`src/rtl/ifp_pkg.sv`:
```
package ifp_pkg;
  // Kind of the single flash transfer in flight
  typedef enum logic {
    KIND_SEQ = 1'b0,
    KIND_LIT = 1'b1
  } req_kind_e;
endpackage

```
`src/rtl/ifp_queue.sv`:
```
// Prefetch word queue; DEPTH must be a power of two.
module ifp_queue #(
  parameter int DW    = 32,
  parameter int DEPTH = 4,
  localparam int PW   = $clog2(DEPTH),
  localparam int CW   = $clog2(DEPTH + 1)
) (
  input  logic                clk,
  input  logic                rst,
  input  logic                flush,
  input  logic                bulk,
  input  logic [DEPTH*DW-1:0] bulk_data,
  input  logic                push,
  input  logic [DW-1:0]       push_data,
  input  logic                pop,
  output logic [DW-1:0]       head,
  output logic [CW-1:0]       count
);
  logic [DW-1:0] mem [DEPTH];
  logic [PW-1:0] rd_ptr, wr_ptr;
  logic [CW-1:0] cnt_q;

  assign head  = mem[rd_ptr];
  assign count = cnt_q;

  always_ff @(posedge clk) begin
    if (bulk) begin
      for (int i = 0; i < DEPTH; i++) mem[i] <= bulk_data[i*DW +: DW];
    end else if (push && !flush) begin
      mem[wr_ptr] <= push_data;
    end
  end

  always_ff @(posedge clk) begin
    if (rst) begin
      rd_ptr <= '0;
      wr_ptr <= '0;
      cnt_q  <= '0;
    end else if (bulk) begin
      rd_ptr <= '0;
      wr_ptr <= '0;
      cnt_q  <= CW'(DEPTH);
    end else if (flush) begin
      rd_ptr <= '0;
      wr_ptr <= '0;
      cnt_q  <= '0;
    end else begin
      if (push) wr_ptr <= wr_ptr + PW'(1);
      if (pop)  rd_ptr <= rd_ptr + PW'(1);
      cnt_q <= cnt_q + CW'(push) - CW'(pop);
    end
  end

  AST_NO_OVERFLOW: assert property (@(posedge clk) disable iff (rst)
    (push && !pop && !bulk && !flush) |-> (cnt_q < CW'(DEPTH)));
  AST_NO_UNDERFLOW: assert property (@(posedge clk) disable iff (rst)
    (pop && !bulk && !flush) |-> (cnt_q != '0));
endmodule

```
`src/rtl/ifp_bcache.sv`:
```
// Branch target cache: NBR FIFO-replaced entries plus one reserved vector entry.
module ifp_bcache #(
  parameter int AW   = 16,
  parameter int DW   = 32,
  parameter int LINE = 4,
  parameter int NBR  = 4
) (
  input  logic               clk,
  input  logic               rst,
  input  logic               inv,
  input  logic               look_vec,
  input  logic [AW-1:0]      look_tag,
  output logic               hit,
  output logic [LINE*DW-1:0] hit_line,
  input  logic               alloc,
  input  logic               alloc_vec,
  input  logic [AW-1:0]      alloc_tag,
  input  logic               abort,
  input  logic               wr_en,
  input  logic [DW-1:0]      wr_data
);
  localparam int NE = NBR + 1;
  localparam int IW = $clog2(NE);
  localparam int LW = $clog2(LINE);
  localparam int FW = $clog2(NBR);

  logic [AW-1:0] tag_q  [NE];
  logic [DW-1:0] data_q [NE][LINE];
  logic [NE-1:0] vld_q;
  logic [FW-1:0] fifo_q;
  logic          cap_on;
  logic [IW-1:0] cap_idx;
  logic [LW-1:0] cap_cnt;

  logic [NBR-1:0] match;
  logic [IW-1:0]  hit_idx, alloc_idx;
  logic           hit_any;

  always_comb begin
    hit_idx = IW'(NBR);
    hit_any = 1'b0;
    match   = '0;
    for (int i = 0; i < NBR; i++) begin
      match[i] = vld_q[i] && (tag_q[i] == look_tag);
    end
    if (look_vec) begin
      hit_any = vld_q[NBR];
    end else begin
      for (int i = 0; i < NBR; i++) begin
        if (match[i]) begin
          hit_any = 1'b1;
          hit_idx = IW'(i);
        end
      end
    end
  end

  assign hit       = hit_any && !inv;
  assign alloc_idx = alloc_vec ? IW'(NBR) : IW'(fifo_q);

  for (genvar w = 0; w < LINE; w++) begin : g_line
    assign hit_line[w*DW +: DW] = data_q[hit_idx][w];
  end

  always_ff @(posedge clk) begin
    if (alloc) tag_q[alloc_idx] <= alloc_tag;
    if (wr_en && cap_on && !inv && !abort) data_q[cap_idx][cap_cnt] <= wr_data;
  end

  always_ff @(posedge clk) begin
    if (rst) begin
      vld_q   <= '0;
      fifo_q  <= '0;
      cap_on  <= 1'b0;
      cap_idx <= '0;
      cap_cnt <= '0;
    end else begin
      if (wr_en && cap_on) begin
        cap_cnt <= cap_cnt + LW'(1);
        if (cap_cnt == LW'(LINE - 1)) begin
          vld_q[cap_idx] <= 1'b1;
          cap_on         <= 1'b0;
        end
      end
      if (inv) begin
        vld_q  <= '0;
        cap_on <= 1'b0;
      end
      if (abort) cap_on <= 1'b0;
      if (alloc) begin
        vld_q[alloc_idx] <= 1'b0;
        cap_on           <= 1'b1;
        cap_idx          <= alloc_idx;
        cap_cnt          <= '0;
        if (!alloc_vec) fifo_q <= (fifo_q == FW'(NBR - 1)) ? '0 : fifo_q + FW'(1);
      end
    end
  end

  AST_CAP_ENTRY_INVALID: assert property (@(posedge clk) disable iff (rst)
    cap_on |-> !vld_q[cap_idx]);
  AST_TAG_UNIQUE: assert property (@(posedge clk) disable iff (rst)
    $countones(match) <= 1);
endmodule

```
`src/rtl/ifetch_prefetch_bc.sv`:
```
module ifetch_prefetch_bc
  import ifp_pkg::*;
#(
  parameter int            AW       = 16,
  parameter int            DW       = 32,
  parameter int            LINE     = 4,
  parameter int            NBR      = 4,
  parameter logic [AW-1:0] VEC_ADDR = 16'h0040
) (
  input  logic          clk,
  input  logic          rst,
  input  logic          br_valid,
  input  logic [AW-1:0] br_target,
  input  logic          vec_req,
  input  logic          fet_ready,
  output logic          fet_valid,
  output logic [AW-1:0] fet_addr,
  output logic [DW-1:0] fet_data,
  input  logic          lit_req,
  input  logic [AW-1:0] lit_addr,
  output logic          lit_valid,
  output logic [DW-1:0] lit_data,
  input  logic          bc_inv,
  output logic          fl_req,
  output logic [AW-1:0] fl_addr,
  input  logic          fl_rvalid,
  input  logic [DW-1:0] fl_rdata
);
  localparam int CW = $clog2(LINE + 1);

  logic               redirect, bc_hit, pop, resp_seq, issue_lit, issue_seq, live_seq;
  logic [AW-1:0]      tgt;
  logic [LINE*DW-1:0] bc_line;
  logic [CW-1:0]      q_cnt;
  logic [DW-1:0]      q_head;

  logic          out_q, drop_q, lit_pend_q, fl_req_q, lit_valid_q;
  req_kind_e     kind_q;
  logic [AW-1:0] pf_addr_q, head_addr_q, lit_addr_q, fl_addr_q;
  logic [DW-1:0] lit_data_q;

  assign redirect  = br_valid || vec_req;
  assign tgt       = vec_req ? VEC_ADDR : br_target;
  assign fet_valid = (q_cnt != '0);
  assign pop       = fet_valid && fet_ready && !redirect;
  assign resp_seq  = fl_rvalid && out_q && (kind_q == KIND_SEQ) && !drop_q && !redirect;
  assign issue_lit = !out_q && lit_pend_q;
  assign issue_seq = !out_q && !lit_pend_q && !redirect && (q_cnt < CW'(LINE));
  assign live_seq  = out_q && (kind_q == KIND_SEQ) && !drop_q;

  assign fet_addr  = head_addr_q;
  assign fet_data  = q_head;
  assign fl_req    = fl_req_q;
  assign fl_addr   = fl_addr_q;
  assign lit_valid = lit_valid_q;
  assign lit_data  = lit_data_q;

  ifp_queue #(.DW(DW), .DEPTH(LINE)) i_queue (
    .clk       (clk),
    .rst       (rst),
    .flush     (redirect && !bc_hit),
    .bulk      (redirect && bc_hit),
    .bulk_data (bc_line),
    .push      (resp_seq),
    .push_data (fl_rdata),
    .pop       (pop),
    .head      (q_head),
    .count     (q_cnt)
  );

  ifp_bcache #(.AW(AW), .DW(DW), .LINE(LINE), .NBR(NBR)) i_bcache (
    .clk       (clk),
    .rst       (rst),
    .inv       (bc_inv),
    .look_vec  (vec_req),
    .look_tag  (tgt),
    .hit       (bc_hit),
    .hit_line  (bc_line),
    .alloc     (redirect && !bc_hit),
    .alloc_vec (vec_req),
    .alloc_tag (tgt),
    .abort     (redirect),
    .wr_en     (resp_seq),
    .wr_data   (fl_rdata)
  );

  always_ff @(posedge clk) begin
    if (rst) begin
      out_q       <= 1'b0;
      kind_q      <= KIND_SEQ;
      drop_q      <= 1'b0;
      lit_pend_q  <= 1'b0;
      lit_addr_q  <= '0;
      fl_req_q    <= 1'b0;
      fl_addr_q   <= '0;
      lit_valid_q <= 1'b0;
      lit_data_q  <= '0;
      pf_addr_q   <= '0;
      head_addr_q <= '0;
    end else begin
      fl_req_q    <= 1'b0;
      lit_valid_q <= 1'b0;
      if (fl_rvalid && out_q) begin
        out_q  <= 1'b0;
        drop_q <= 1'b0;
        if (kind_q == KIND_LIT) begin
          lit_valid_q <= 1'b1;
          lit_data_q  <= fl_rdata;
        end
      end else if (redirect && out_q && (kind_q == KIND_SEQ)) begin
        drop_q <= 1'b1;
      end
      if (redirect) begin
        head_addr_q <= tgt;
        pf_addr_q   <= bc_hit ? tgt + AW'(LINE) : tgt;
      end else if (pop) begin
        head_addr_q <= head_addr_q + AW'(1);
      end
      if (issue_lit) begin
        fl_req_q   <= 1'b1;
        fl_addr_q  <= lit_addr_q;
        out_q      <= 1'b1;
        kind_q     <= KIND_LIT;
        lit_pend_q <= 1'b0;
      end else if (issue_seq) begin
        fl_req_q  <= 1'b1;
        fl_addr_q <= pf_addr_q;
        pf_addr_q <= pf_addr_q + AW'(1);
        out_q     <= 1'b1;
        kind_q    <= KIND_SEQ;
      end
      if (lit_req) begin
        lit_pend_q <= 1'b1;
        lit_addr_q <= lit_addr;
      end
    end
  end

  AST_ONE_OUTSTANDING: assert property (@(posedge clk) disable iff (rst)
    (fl_req && !fl_rvalid) |=> !fl_req);
  AST_PREFETCH_BOUND: assert property (@(posedge clk) disable iff (rst)
    (int'(q_cnt) + int'(live_seq)) <= LINE);
  AST_HIT_NO_STALL: assert property (@(posedge clk) disable iff (rst)
    (redirect && bc_hit) |=> (fet_valid && (fet_addr == $past(tgt))));
  AST_MISS_FLUSH: assert property (@(posedge clk) disable iff (rst)
    (redirect && !bc_hit) |=> !fet_valid);
  AST_LIT_KEEPS_QUEUE: assert property (@(posedge clk) disable iff (rst)
    (fl_rvalid && out_q && (kind_q == KIND_LIT) && !redirect && !pop)
      |=> ((q_cnt == $past(q_cnt)) && (fet_addr == $past(fet_addr))));
endmodule

```
`config.mk`:
```
export PLATFORM = sky130hd
export DESIGN_NAME = ifetch_prefetch_bc
export DESIGN_NICKNAME = d
export VERILOG_FILES = /design/src/rtl/ifp_pkg.sv /design/src/rtl/ifp_queue.sv /design/src/rtl/ifp_bcache.sv /design/src/rtl/ifetch_prefetch_bc.sv
export SDC_FILE = /design/constraint.sdc
export NUM_CORES = 1
export LEC_CHECK = 0
export BUFFER_PORTS_ARGS = -buffer_cell sky130_fd_sc_hd__buf_2
export CAP_MARGIN = 20
export CORE_MARGIN = 2
export CORE_UTILIZATION = 45
export CTS_CLUSTER_DIAMETER = 80
export CTS_CLUSTER_SIZE = 14
export DETAILED_ROUTE_END_ITERATION = 12
export HOLD_SLACK_MARGIN = 0.12
export PLACE_DENSITY_LB_ADDON = 0.12
export SLEW_MARGIN = 0
export SYNTH_ARGS = -nofsm -noshare
export SYNTH_HDL_FRONTEND = slang
export SYNTH_SLANG_ARGS = --single-unit
```
`constraint.sdc`:
```
create_clock -name clk -period 8.11 [get_ports clk]
set_input_delay 0.811 -clock clk [delete_from_list [all_inputs] [get_ports clk]]
set_output_delay 0.811 -clock clk [all_outputs]
set_load 0.01 [all_outputs]
```
==> flow_results.xml, run 1 <==
<?xml version="1.0" encoding="UTF-8"?>
<metrics>
  <group name="status">
    <metric name="outcome" unit="">finished, final reports clean</metric>
  </group>
  <group name="logic_synthesis">
    <metric name="yosys.cell_types.count" unit="">81</metric>
    <metric name="ys_dominant_reg_cell" unit="">edfxtp_1</metric>
    <metric name="syn_nets" unit="">2927</metric>
    <metric name="synth_area_per_cell" unit="sq um">13.66</metric>
    <metric name="sequential_share_of_the_synthesized_area" unit="">0.7069</metric>
    <metric name="synth_seq_cells" unit="">956</metric>
    <metric name="syn-instance-count" unit="">2844</metric>
    <metric name="asyncSetResetFlopFracSynth" unit="">0</metric>
    <metric name="syn-cell-area" unit="sq um">38860</metric>
    <metric name="yosys_warnings" unit="">0</metric>
    <metric name="number_of_enable_flip_flop_cells_after_synthesis" unit="">832</metric>
  </group>
  <group name="timing">
    <metric name="slew_viol_final" unit="">0</metric>
    <metric name="timing.final.crit_share" unit="">0.5260</metric>
    <metric name="fin_hold_ws" unit="ns">0.4304</metric>
    <metric name="finalCriticalPeriod" unit="ns">4.266</metric>
    <metric name="setup_repair_after_global_routing_missed_its_margin" unit="">no</metric>
    <metric name="finalSetupViolCount" unit="">0</metric>
    <metric name="setup_slack" unit="ns">3.844</metric>
    <metric name="timing.slew.headroom" unit="">0.2520</metric>
    <metric name="finalHoldViolations" unit="">0</metric>
    <metric name="fmax" unit="GHz">0.2344</metric>
    <metric name="setup_tns" unit="ns">0</metric>
    <metric name="worstMarginPinSlew" unit="ns">1.122</metric>
    <metric name="clock-skew-final" unit="ns">0.01942</metric>
  </group>
  <group name="layout">
    <metric name="final_cell_count_no_fill" unit="">4143</metric>
    <metric name="design.final.nets" unit="">3041</metric>
    <metric name="p_r_area_growth_vs_syn" unit="%">12.22</metric>
    <metric name="filler_cell_count" unit="">7314</metric>
    <metric name="fraction_of_layout_cells_with_a_size_suffix_above_1" unit="">0.1468</metric>
    <metric name="finish.instance_area" unit="sq um">43600</metric>
  </group>
  <group name="floorplanning">
    <metric name="floorplan.die_area" unit="sq um">88710</metric>
    <metric name="placement_rows" unit="">107</metric>
    <metric name="initial_utilization" unit="">0.4549</metric>
    <metric name="die_w" unit="microns">297.9</metric>
    <metric name="io-pin-count" unit="">171</metric>
    <metric name="core_area" unit="sq um">85410</metric>
    <metric name="floorplan.die.height" unit="microns">297.9</metric>
  </group>
  <group name="global_route">
    <metric name="globalRouteTotalUtil" unit="">0.2491</metric>
    <metric name="grt_remaining_overflow" unit="">0</metric>
    <metric name="grt_start_max_net_pins" unit="">129</metric>
    <metric name="grt_pass1_wl" unit="microns">166000</metric>
    <metric name="initial_antenna_violation_count" unit="">0</metric>
    <metric name="first_global_vias" unit="">24270</metric>
  </group>
  <group name="cts">
    <metric name="cts_setup_buffers" unit="">0</metric>
    <metric name="clock_tree_buf_depth" unit="">3</metric>
    <metric name="cts_hold_bufs" unit="">0</metric>
    <metric name="clock-root-buffer" unit="">clkbuf_16</metric>
    <metric name="cts_tree" unit="">done</metric>
    <metric name="clkSlewWorstSetupHoldPaths" unit="ns">0.07</metric>
    <metric name="post_cts.resized_instances" unit="">0</metric>
    <metric name="tritoncts_num_sinks" unit="">956</metric>
    <metric name="clk-insertion-delay-late" unit="ns">0.63</metric>
    <metric name="cts-buffers-inserted" unit="">78</metric>
    <metric name="htree_num_levels" unit="">3</metric>
  </group>
  <group name="hold_path">
    <metric name="worstHoldPathCells" unit="">3</metric>
    <metric name="hold_end" unit="">lit_addr_q[14]</metric>
    <metric name="timing.hold.worst.start" unit="">lit_addr[14]</metric>
    <metric name="min-delay-path-class" unit="">in -&gt; reg</metric>
  </group>
  <group name="setup_path">
    <metric name="timing.critical_path.cells" unit="">buf_2 &gt; clkinv_1 &gt; nand2_2 &gt; nor4_4 &gt; buf_4 &gt; nand2_1 &gt; nor2_4 &gt; nor2_4 &gt; o311a_1 &gt; nor3_1</metric>
    <metric name="data_required_time_of_the_worst_path" unit="ns">8.55</metric>
    <metric name="rrSetupSlack" unit="ns">4.24</metric>
    <metric name="critPathLaunchType" unit="">primary input</metric>
    <metric name="worstReg2RegStart" unit="">i_bcache.tag_q[2][9]</metric>
    <metric name="timing.critical_path.fanout_max" unit="">70</metric>
    <metric name="critPathArrivalTime" unit="ns">4.71</metric>
    <metric name="critPathTopFamily" unit="">simple AND/OR/NAND/NOR gates</metric>
    <metric name="cp_num_buf_inv" unit="">3</metric>
    <metric name="timing.reg2reg.worst_path_depth" unit="">10</metric>
    <metric name="reg_to_reg_end" unit="">i_queue.mem[3][26]</metric>
    <metric name="criticalPathCategory" unit="">in -&gt; reg</metric>
    <metric name="cp_common_cell" unit="">nor2_4</metric>
    <metric name="worst_path_max_delay_cell" unit="">nor2_4</metric>
    <metric name="worstSetupEndpointType" unit="">flip-flop</metric>
    <metric name="critical-path-max-stage-delay" unit="ns">0.87</metric>
  </group>
  <group name="job">
    <metric name="timing.max_cap.violations" unit="">0</metric>
  </group>
  <group name="route">
    <metric name="vias_per_cell" unit="">6.031</metric>
    <metric name="vias" unit="">24990</metric>
    <metric name="drt-wirelength-per-cell" unit="microns">27.08</metric>
    <metric name="drc" unit="">0</metric>
    <metric name="detail_route_antenna_nets" unit="">0</metric>
    <metric name="drt_first_iter_violations" unit="">2854</metric>
    <metric name="detail_route.first_pass.iterations" unit="">6</metric>
    <metric name="routed_wirelength" unit="microns">112200</metric>
  </group>
  <group name="placement">
    <metric name="gp_routability_congestion" unit="">0.9043</metric>
    <metric name="place.detailed.hpwl" unit="microns">69170</metric>
    <metric name="dpl.cell_count" unit="">4017</metric>
    <metric name="place_ws" unit="ns">2.820</metric>
    <metric name="place_area" unit="sq um">41270</metric>
    <metric name="place.port_buffers" unit="">170</metric>
  </group>
  <group name="power">
    <metric name="power-per-cell-area" unit="nW/um^2">214.1</metric>
    <metric name="clock_network_power_share" unit="">0.381</metric>
    <metric name="power.static_leakage" unit="nW">14.35</metric>
    <metric name="switch_pwr" unit="W">0.002021</metric>
    <metric name="seqPwrFrac" unit="">0.580</metric>
    <metric name="ir_worst_vdd" unit="mV">0.1580</metric>
    <metric name="internal-power" unit="W">0.007316</metric>
    <metric name="swShare" unit="">0.2165</metric>
    <metric name="comb_power_share" unit="">0.039</metric>
  </group>
</metrics>
[worst min-delay path, delay by kind of cell]
family / cells / cell delay, ns
buffers and inverters: 1 / 0.08
AND/OR/NAND/NOR: 1 / 0.07
multiplexers: 1 / 0.06
[synth_stat cells, drive strengths merged, types with 5 or more instances]
cell type  count  area [sq um]
nand2        163         614.3
nor4bb        10         100.1
o2bb2ai       35         306.5
or3            9         56.30
o22ai         39         244.0
mux2i         21         210.2
xor2          16         140.1
nor3         213          1276
a21oi        107         535.5
edfxtp       832         24980
o32ai         10         87.58
o311a         96         960.9
nor4          14         102.6
and2           5         31.28
buf           94         464.2
o2111ai        5         43.79
xnor2         34         297.8
nand4          9         56.30
clkbuf        95         356.6
a31oi         19         118.9
inv           33         123.9
ha            10         125.1
o31ai         39         292.8
o21ai         36         180.2
nor2         402          1511
nand2b        82         513.0
mux4          32         720.7
a22oi        116         870.8
nand3         30         150.1
a211oi        16         125.1
and3          21         131.4
dfxtp        124          2482
nor2b         13         81.33
[kinds of logic after synthesis]
group	count (synthesis)	synth area share
muxes	53	0.02396
buffers and inverters	224	0.02451
and+or+nand+nor	989	0.1228
AOI/OAI and AO/OA	561	0.1068
xor gates and xnor gates	50	0.01127
DFF	956	0.7069
adders and majority gates	11	0.003735
[power groups by stage]
stage / logic [W] / registers, W / clock network, W
detailed placement: 0.000358 / 0.00552 / 0
floorplan: 0.000160 / 0.00551 / 0
global placement: 0.000350 / 0.00552 / 0
CTS: 0.000359 / 0.00542 / 0.00363
finish: 0.000361 / 0.00542 / 0.00356
global route: 0.000387 / 0.00542 / 0.00380
[worst max path at each step]
stage,start,slack [ns],endpoint,cells after the start
floorplan,br_target[14],3.04,i_queue.mem[0][0],10
finish,br_valid,3.84,i_queue.mem[1][14],10
detailed placement,vec_req,2.82,i_queue.mem[3][24],10
global placement,vec_req,2.91,i_queue.mem[3][23],10
global route,br_valid,3.60,i_queue.mem[1][12],10
CTS,vec_req,3.47,i_queue.mem[3][26],10
[state kept, by name, indices dropped and copies added (netlist names), 5 cells and up, named ones only]
name	cells
i_bcache.data_q	640
i_queue.mem	128
i_bcache.tag_q	64
lit_data	32
fet_addr	16
fl_addr	16
lit_addr_q	16
pf_addr_q	16
i_bcache.vld_q	5
[layer usage]
metal / global-route usage / vias up / share of wire
li1: - / 11090 / -
met1: 0.3677 / 12790 / 0.45
met2: 0.3950 / 988 / 0.47
met3: 0.03092 / 117 / 0.068
met4: 0.05970 / 0 / 0.018
met5: 0 / - / 0
[cell usage in the layout (no fill, tap or decap), drive strengths merged, types with 30 or more instances in the layout]
master and n:
edfxtp 832, nor2 402, buf 223, nor3 213
nand2 163, dfxtp 124, a22oi 116, clkbuf 114
a21oi 107, o311a 96, nand2b 82, o22ai 39
o31ai 39, o21ai 36, inv 36, o2bb2ai 35
xnor2 34, mux4 32, nand3 30
[cell type report]
class	instances	area, sq um	share of cell area
clock buffers	114	2130	0.04884
multi-input cells	1664	10760	0.2467
well taps	1144	1431	0.03283
repair buffers	223	1600	0.03670
diodes	1	2.502	0.00005739
flip-flops and latches	956	27470	0.6300
clock inverters	6	81.33	0.001865
inverters	35	131.4	0.003013
[stage by stage]
stage	power, W	utilization
5_1_grt	0.009606	0.5105
3_5_place_dp	0.005882	0.4832
3_3_place_gp	0.005874	0.4796
6_report	0.009337	0.5105
2_1_floorplan	0.005673	-
4_1_cts	0.009402	0.5091
Power figures use the tool's default switching activity.
==> inputs of run 2 (changes only) <==
Settings changed: ABC_AREA from default to 1.
Clock period 8.11 ns to 4.3 ns, I/O delays scaled along.
==> run 2 against run 1 <==
  * Largest power group unchanged
  * Cell area is 8.7% higher
  * Sequential share of layout area is 5.1 points lower
  * Non-clock buffer count is 61 higher
==> flow_results.xml, run 2 <==
<?xml version="1.0" encoding="UTF-8"?>
<metrics>
  <group name="status">
    <metric name="outcome" unit="">finished, final reports clean</metric>
  </group>
  <group name="global_route">
    <metric name="globalRouteTotalUtil" unit="">0.2760</metric>
    <metric name="grt_pass1_wl" unit="microns">200100</metric>
    <metric name="grt_start_max_net_pins" unit="">153</metric>
    <metric name="grt_remaining_overflow" unit="">0</metric>
    <metric name="first_global_vias" unit="">30090</metric>
    <metric name="initial_antenna_violation_count" unit="">5</metric>
  </group>
  <group name="route">
    <metric name="detail_route_antenna_nets" unit="">0</metric>
    <metric name="drt_first_iter_violations" unit="">3042</metric>
    <metric name="routed_wirelength" unit="microns">135300</metric>
    <metric name="detail_route.first_pass.iterations" unit="">5</metric>
    <metric name="vias" unit="">30890</metric>
    <metric name="vias_per_cell" unit="">5.557</metric>
    <metric name="drt-wirelength-per-cell" unit="microns">24.35</metric>
    <metric name="drc" unit="">0</metric>
  </group>
  <group name="cts">
    <metric name="clock_tree_buf_depth" unit="">3</metric>
    <metric name="post_cts.resized_instances" unit="">0</metric>
    <metric name="tritoncts_num_sinks" unit="">956</metric>
    <metric name="cts_hold_bufs" unit="">17</metric>
    <metric name="cts-buffers-inserted" unit="">79</metric>
    <metric name="cts_tree" unit="">done</metric>
    <metric name="clk-insertion-delay-late" unit="ns">0.65</metric>
    <metric name="cts_setup_buffers" unit="">0</metric>
    <metric name="clock-root-buffer" unit="">clkbuf_16</metric>
    <metric name="clkSlewWorstSetupHoldPaths" unit="ns">0.07</metric>
    <metric name="htree_num_levels" unit="">3</metric>
  </group>
  <group name="setup_path">
    <metric name="critPathTopFamily" unit="">compound AO/OA/AOI/OAI gates</metric>
    <metric name="critical-path-max-stage-delay" unit="ns">0.65</metric>
    <metric name="timing.critical_path.fanout_max" unit="">64</metric>
    <metric name="worstSetupEndpointType" unit="">primary output</metric>
    <metric name="timing.critical_path.cells" unit="">buf_4 &gt; o21ai_0 &gt; o22ai_1 &gt; buf_2</metric>
    <metric name="cp_num_buf_inv" unit="">2</metric>
    <metric name="criticalPathCategory" unit="">reg -&gt; out</metric>
    <metric name="worst_path_max_delay_cell" unit="">o22ai_1</metric>
    <metric name="critPathArrivalTime" unit="ns">2.88</metric>
    <metric name="critPathLaunchType" unit="">flip-flop</metric>
    <metric name="data_required_time_of_the_worst_path" unit="ns">3.87</metric>
  </group>
  <group name="layout">
    <metric name="mostFrequentLayoutCell" unit="">nand2_1</metric>
    <metric name="n_antenna_cell" unit="">0</metric>
    <metric name="seqCellArea" unit="sq um">27470</metric>
    <metric name="final_cell_count_no_fill" unit="">5558</metric>
    <metric name="fraction_of_layout_cells_with_a_size_suffix_above_1" unit="">0.09619</metric>
    <metric name="filler_cell_count" unit="">8494</metric>
    <metric name="most-common-layout-cells" unit="">886 x nand2_1, 832 x edfxtp_1, 510 x inv_1</metric>
    <metric name="p_r_area_growth_vs_syn" unit="%">11.48</metric>
    <metric name="design.final.nets" unit="">4364</metric>
    <metric name="largest_registers" unit="">i_bcache.data_q: 640 flops, i_queue.mem: 128 flops, i_bcache.tag_q: 64 flops</metric>
    <metric name="regMostFlops" unit="">i_bcache.data_q</metric>
    <metric name="multi_input_comb_area" unit="sq um">12170</metric>
    <metric name="largest_register_ffs" unit="">640</metric>
  </group>
  <group name="floorplanning">
    <metric name="placement_rows" unit="">112</metric>
    <metric name="core_area" unit="sq um">93470</metric>
    <metric name="initial_utilization" unit="">0.4551</metric>
    <metric name="io-pin-count" unit="">171</metric>
    <metric name="floorplan.die.height" unit="microns">311.4</metric>
    <metric name="die_w" unit="microns">311.4</metric>
    <metric name="floorplan.die_area" unit="sq um">97000</metric>
  </group>
  <group name="logic_synthesis">
    <metric name="synthMostInstantiatedCell" unit="">nand2_1</metric>
    <metric name="sequential_share_of_the_synthesized_area" unit="">0.6457</metric>
    <metric name="synth_area_per_cell" unit="sq um">10.23</metric>
    <metric name="syn-cell-area" unit="sq um">42540</metric>
    <metric name="synth.cells.most_frequent" unit="">890 x nand2_1, 832 x edfxtp_1, 513 x inv_1</metric>
    <metric name="combinational_family_with_the_most_area_after_synthesis" unit="">simple AND/OR/NAND/NOR gates</metric>
    <metric name="synth_seq_cells" unit="">956</metric>
    <metric name="synth.mux.area_fraction" unit="">0</metric>
    <metric name="netlist.area_leader.share" unit="">0.5874</metric>
    <metric name="post_synthesis_share_of_cell_area_spent_on_full_adders_half_adders_and_majority_gates" unit="">0.003412</metric>
    <metric name="asyncSetResetFlopFracSynth" unit="">0</metric>
    <metric name="yosys.area_share.xor_xnor" unit="">0.006383</metric>
    <metric name="syn-instance-count" unit="">4158</metric>
    <metric name="synth_area_leader_cell" unit="">edfxtp_1</metric>
    <metric name="syn_nets" unit="">4241</metric>
    <metric name="yosys_warnings" unit="">0</metric>
    <metric name="number_of_enable_flip_flop_cells_after_synthesis" unit="">832</metric>
    <metric name="yosys.cell_types.count" unit="">50</metric>
    <metric name="ys_dominant_reg_cell" unit="">edfxtp_1</metric>
    <metric name="synth_compound_gate_area_share" unit="">0.05724</metric>
    <metric name="synth_top_cells_by_area" unit="">edfxtp_1 59%, nand2_1 7.9%, dfxtp_1 5.8%</metric>
    <metric name="yosys.area_share.simple" unit="">0.2141</metric>
  </group>
  <group name="placement">
    <metric name="dpl.cell_count" unit="">5437</metric>
    <metric name="place.port_buffers" unit="">170</metric>
    <metric name="place.detailed.hpwl" unit="microns">79720</metric>
    <metric name="gp_routability_congestion" unit="">0.9684</metric>
  </group>
  <group name="hold_path">
    <metric name="min-delay-path-class" unit="">in -&gt; reg</metric>
  </group>
  <group name="timing">
    <metric name="worstMarginPinSlew" unit="ns">1.032</metric>
    <metric name="setup_repair_after_global_routing_missed_its_margin" unit="">no</metric>
    <metric name="finalSetupViolCount" unit="">0</metric>
    <metric name="timing.final.crit_share" unit="">0.7699</metric>
    <metric name="slew_viol_final" unit="">0</metric>
    <metric name="clock-skew-final" unit="ns">0.03301</metric>
    <metric name="timing.slew.headroom" unit="">0.3094</metric>
    <metric name="finalHoldViolations" unit="">0</metric>
    <metric name="fin_hold_ws" unit="ns">0.2141</metric>
    <metric name="setup_tns" unit="ns">0</metric>
    <metric name="fmax" unit="GHz">0.3021</metric>
    <metric name="finalCriticalPeriod" unit="ns">3.311</metric>
  </group>
  <group name="power">
    <metric name="ir_worst_vdd" unit="mV">0.2683</metric>
    <metric name="power-per-cell-area" unit="nW/um^2">372.0</metric>
    <metric name="report.power.total" unit="W">0.01764</metric>
    <metric name="power.static_leakage" unit="nW">18.41</metric>
  </group>
  <group name="job">
    <metric name="timing.max_cap.violations" unit="">0</metric>
  </group>
</metrics>
[run 2: cell types whose count changed after synthesis, moves of 96 or more]
cell,change
nor3_1,-144
o311a_1,-96
nand2_1,+728
inv_1,+485
nor2_1,-168
a22oi_1,-112
nand4_1,+111
nand3b_1,+197
o21ai_0,+216
nand3_1,+409
[run 2: cell families after synthesis]
family                     Yosys count
buffers and inverters              762
AOI/OAI and AO/OA                  447
adders and majority gates           11
xor gates and xnor gates            31
and+or+nand+nor                   1951
DFF                                956
[run 2: worst paths after layout]
check / from / endpoint / slack (ns) / cells past startpoint
max: flip-flop / fet_data[4] / 0.99 / 4
min: br_valid / fet_addr[12] / 0.21 / 3
max reg2reg: i_bcache.tag_q[2][12] / i_queue.mem[0][21] / 1.31 / 12
min reg2reg: lit_data[15] / lit_data[15] / 0.46 / 2
[run 2: layout make-up]
cell class,count,share of cell area
clock inverters,6,0.001319
well taps,1254,0.03309
flip-flops and latches,956,0.5793
inverters,520,0.04143
clock buffers,98,0.04430
repair buffers,284,0.04401
multi-input cells,2440,0.2566
[run 2: through the flow]
stage | setup slack [ns] | utilization | area (sq um)
after global placement | 0.4958 | 0.4823 | 45080
after CTS | 0.9753 | 0.5073 | 47420
after detailed placement | 0.3869 | 0.4823 | 45080
after floorplan | -0.09511 | - | 42540
final | 0.9893 | 0.5073 | 47420
after global routing | 0.8177 | 0.5073 | 47420
[run 2: power by group]
part | switching [W] | internal, W
Sequential | 0.0000535 | 0.0101
Clock | 0.00329 | 0.00343
Combinational | 0.000575 | 0.000171
Total | 0.00392 | 0.0137
[run 2: worst min-delay path, delay by kind of cell]
| kind | cells | cell delay [ns] |
|---|---|---|
| buffers and inverters | 1 | 0.20 |
| AND/OR/NAND/NOR | 1 | 0.10 |
| AO/OA/AOI/OAI | 1 | 0.07 |
[run 2: layer usage]
| layer | global-route usage | up-vias | wire length, microns |
|---|---|---|---|
| li1 | - | 14400 | - |
| met1 | 0.3744 | 15100 | 57060 |
| met2 | 0.4576 | 1190 | 64760 |
| met3 | 0.04026 | 196 | 9528 |
| met4 | 0.08773 | 6 | 3951 |
| met5 | 0 | - | 37 |
